File: config.mk
export PLATFORM = sky130hd
export DESIGN_NAME = irq_channel_mux
export DESIGN_NICKNAME = d
export VERILOG_FILES = /design/src/rtl/irq_channel_mux.sv
export SDC_FILE = /design/constraint.sdc
export NUM_CORES = 1
export LEC_CHECK = 0
export BUFFER_PORTS_ARGS = -buffer_cell sky130_fd_sc_hd__clkbuf_2
export CAP_MARGIN = 20
export CORE_ASPECT_RATIO = 1.75
export CORE_UTILIZATION = 40
export DETAILED_ROUTE_END_ITERATION = 12
export PLACE_DENSITY = 0.71
export SLEW_MARGIN = 5
export SYNTH_ARGS = -nofsm -noshare
export SYNTH_HDL_FRONTEND = slang
export SYNTH_SLANG_ARGS = --single-unit
File: constraint.sdc
create_clock -name clk -period 5.2 [get_ports clk]
set_clock_uncertainty 0.05 [all_clocks]
set_input_delay 0 -clock clk [delete_from_list [all_inputs] [get_ports clk]]
set_output_delay 0 -clock clk [all_outputs]
set_load 0.02 [all_outputs]
File: src/rtl/irq_channel_mux.sv
module irq_channel_mux #(
  parameter int NUM_CH = 1,
  parameter int AW     = 9
) (
  input  logic              clk,
  input  logic              rst_n,
  input  logic [31:0]       src_irq,
  input  logic              bus_sel,
  input  logic              bus_we,
  input  logic [AW-1:0]     bus_addr,
  input  logic [31:0]       bus_wdata,
  output logic [31:0]       bus_rdata,
  output logic [NUM_CH-1:0] chan_irq
);
  localparam int CHW = AW - 6;
  localparam logic [5:0] OFF_CSR = 6'h00;
  localparam logic [5:0] OFF_VEC = 6'h04;
  localparam logic [5:0] OFF_EN  = 6'h10;
  localparam logic [5:0] OFF_PND = 6'h20;

  logic [NUM_CH-1:0][31:0] en_q;
  logic [NUM_CH-1:0][31:0] rd_ch;
  logic [CHW-1:0] sel_ch;
  logic [5:0]     off;

  assign sel_ch = bus_addr[AW-1:6];
  assign off    = bus_addr[5:0];

  for (genvar c = 0; c < NUM_CH; c++) begin : g_ch
    logic [31:0] pend;
    logic [31:0] vec;
    logic        hit;

    assign pend = src_irq & en_q[c];
    assign hit  = bus_sel && bus_we && (int'(sel_ch) == c);

    always_ff @(posedge clk) begin
      if (!rst_n) begin
        en_q[c]     <= '0;
        chan_irq[c] <= 1'b0;
      end else begin
        chan_irq[c] <= |pend;
        if (hit && off == OFF_EN) en_q[c] <= bus_wdata;
        else if (hit && off == OFF_CSR && bus_wdata[0]) en_q[c] <= '0;
      end
    end

    always_comb begin
      vec = 32'h8000_0000;
      for (int i = 31; i >= 0; i--)
        if (pend[i]) vec = 32'(i);
    end

    always_comb begin
      case (off)
        OFF_CSR: rd_ch[c] = {chan_irq[c], 31'b0};
        OFF_VEC: rd_ch[c] = vec;
        OFF_EN:  rd_ch[c] = en_q[c];
        OFF_PND: rd_ch[c] = pend;
        default: rd_ch[c] = '0;
      endcase
    end
  end

  always_comb begin
    bus_rdata = '0;
    if (bus_sel && !bus_we)
      for (int c = 0; c < NUM_CH; c++)
        if (int'(sel_ch) == c) bus_rdata = rd_ch[c];
  end
endmodule

==> impl_metrics.json <==
{
  "power_leakage_nw": 1.29,
  "path_cells": "clkbuf_2 -> or4b_1 -> nor4_4 -> buf_4 -> nand3_1 -> a211o_1 -> o32ai_1 -> clkbuf_2",
  "drv_cap": 0,
  "fin_util": 0.593,
  "whs_ns": 0.316,
  "r2r_start": "en_q[25]",
  "setup-violations-final": 0,
  "grt_pass1_wl_mm": 12.2,
  "post-place-ws_ns": 2.73,
  "wirelength_mm": 7.97,
  "relSlewSlack": 0.576,
  "final_cells": 532,
  "crit_top_cell": "clkbuf_2",
  "ys.flop_type": "dfxtp_1",
  "hold_path_class": "in -> reg",
  "rsz0062_at_grt": "false",
  "pwr_density_cell_mw_per_mm2": 158,
  "nets": 532,
  "slew_viol_final": 0,
  "run_status": "completed",
  "grt_usage": 0.262,
  "max_stage_delay_ns": 0.59,
  "antenna_found_initial": 0,
  "yosysSeqAreaShare": 0.286,
  "rows": 36,
  "cp_slowest_cell": "or4b_1",
  "synth_warnings": 0,
  "r2r_setup_slack_ns": 3.62,
  "clk_path_buf_depth": 2,
  "drtPass1Iterations": 5,
  "drt-wirelength-per-cell_um": 15.0,
  "finalSetupTns_ns": 0,
  "yosys.area.top_type": "dfxtp_1",
  "num_vias": 2929,
  "worstSetupEndpointType": "output pin",
  "fin_ws_ns": 3.03,
  "antenna_cells": 0,
  "fmax_mhz": 461,
  "synth_top_cell_area_share": 0.286,
  "path_buf_inv": 3,
  "synth.most_common_cell": "nand2_1",
  "path_class": "in -> out",
  "cts_buffers": 5,
  "dieWidth_um": 59.4,
  "start_util": 0.414,
  "hold_viol": 0,
  "insertion_delay_ns": 0.29,
  "dp_hpwl_mm": 5.55,
  "viasPerCell": 5.51,
  "ys_top_cells_by_area": "dfxtp_1 29%, a22oi_1 12%, nand2_1 9.8%",
  "avgSynthCellArea_um2": 7.17,
  "port_buffers": 109,
  "critPathLaunchType": "primary input",
  "grt_pass1_vias": 2861,
  "synth_enable_flop_cells": 0,
  "power_mw": 0.522,
  "worstPathRequired_ns": 5.15,
  "syn_area_mm2": 0.00231,
  "grt_max_degree": 34,
  "dpl_cell_area_mm2": 0.00288,
  "dieArea_mm2": 0.00609,
  "layout-drive-gt1-share": 0.287,
  "synth_nets": 399,
  "ctsHtreeMaxLevel": 2,
  "clkSinkCount": 33,
  "dp.cells": 490,
  "drc": 0,
  "min_from": "src_irq[22]",
  "ant_nets": 0,
  "clock-root-buffer": "clkbuf_8",
  "coreArea_mm2": 0.00559,
  "clkTransAtPathRegs_ns": 0.07,
  "tritoncts": "done",
  "final.period_utilization": 0.417,
  "ys_top_cells_by_count": "60 x nand2_1, 39 x nor2_1, 37 x a22oi_1",
  "fin_crit_ns": 2.17,
  "synthArstFlopShare": 0,
  "crit_arrival_ns": 2.12,
  "overflow": 0,
  "drt_iter0_drc": 132,
  "stdcell_area_mm2": 0.00331,
  "ys_types": 45,
  "tightestPinTransition_ns": 0.636,
  "critPathTopFamily": "simple AND/OR/NAND/NOR gates",
  "ir_worst_vdd_mv": 0.114,
  "area_delta_synth_final_pct": 43.4,
  "io_pins": 110,
  "startpoint": "bus_addr[8]",
  "crit_path_max_fanout": 32,
  "die_y_um": 103,
  "routabilityCongestion": 0.868,
  "yosys_register_bits": 33,
  "synthCells": 322
}
-- metal layers --
metal | vias to the layer above | share of wire | track usage
met2 | 124 | 0.54 | 0.498
met4 | 0 | 0.032 | 0.145
li1 | 1437 | - | -
met3 | 23 | 0.046 | 0.0464
met5 | - | 0 | 0
met1 | 1345 | 0.39 | 0.256
-- worst min-delay path, cell delays in order --
cell	delay, ns
clkbuf_2	0.09
nand2_1	0.09
nand4_1	0.16
nor2_1	0.08
a21boi_0	0.18
-- cell families after synthesis --
| logic type | count (synthesis) | synth area share |
|---|---|---|
| simple gates | 157 | 0.321 |
| compound gates | 108 | 0.338 |
| flops | 33 | 0.286 |
| buf+inv | 23 | 0.0509 |
| fa+ha+maj | 1 | 0.00433 |
-- cells in the final DEF (no fill, tap or decap), types with 4 or more instances in the layout --
master / n
a22oi_2: 7
clkbuf_2: 109
a22oi_1: 37
dlygate4sd3_1: 32
dfxtp_1: 33
a21oi_1: 33
o21ai_0: 4
nand2_1: 60
nor2_1: 36
nand3_1: 10
nor2b_1: 32
clkbuf_8: 5
a22o_1: 5
-- worst paths after layout --
kind | endpoint | cells after the start
max | bus_rdata[1] | 8
min | chan_irq | 5
max reg2reg | chan_irq | 5
min reg2reg | en_q[17] | 2
-- flip-flops by register name (all words and copies together) (netlist names) --
| register | cells |
|---|---|
| en_q | 32 |
| chan_irq | 1 |
-- power by group --
group	total [mW]	leakage, nW	switching (mW)	internal, mW
Combinational	0.0760	0.982	0.0325	0.0435
Clock	0.194	0.0395	0.0983	0.0953
Sequential	0.253	0.266	0.000111	0.253
Total	0.522	1.29	0.131	0.391
-- area by class of cell --
type                    instances  area, um2
fillers                       575       2270
inverters                       3       11.3
flip-flops and latches         33        661
well taps                      76       95.1
repair buffers                146        918
clock buffers                   8       80.1
multi-input cells             266       1550
-- timing repair --
item | CTS | global route
setup buffers | 0 | 0
hold buffers | 32 | 0
hold endpoints to repair | 32 | 0
gates resized for setup | 0 | 0
Note: power is estimated with default switching activity, not from simulation.
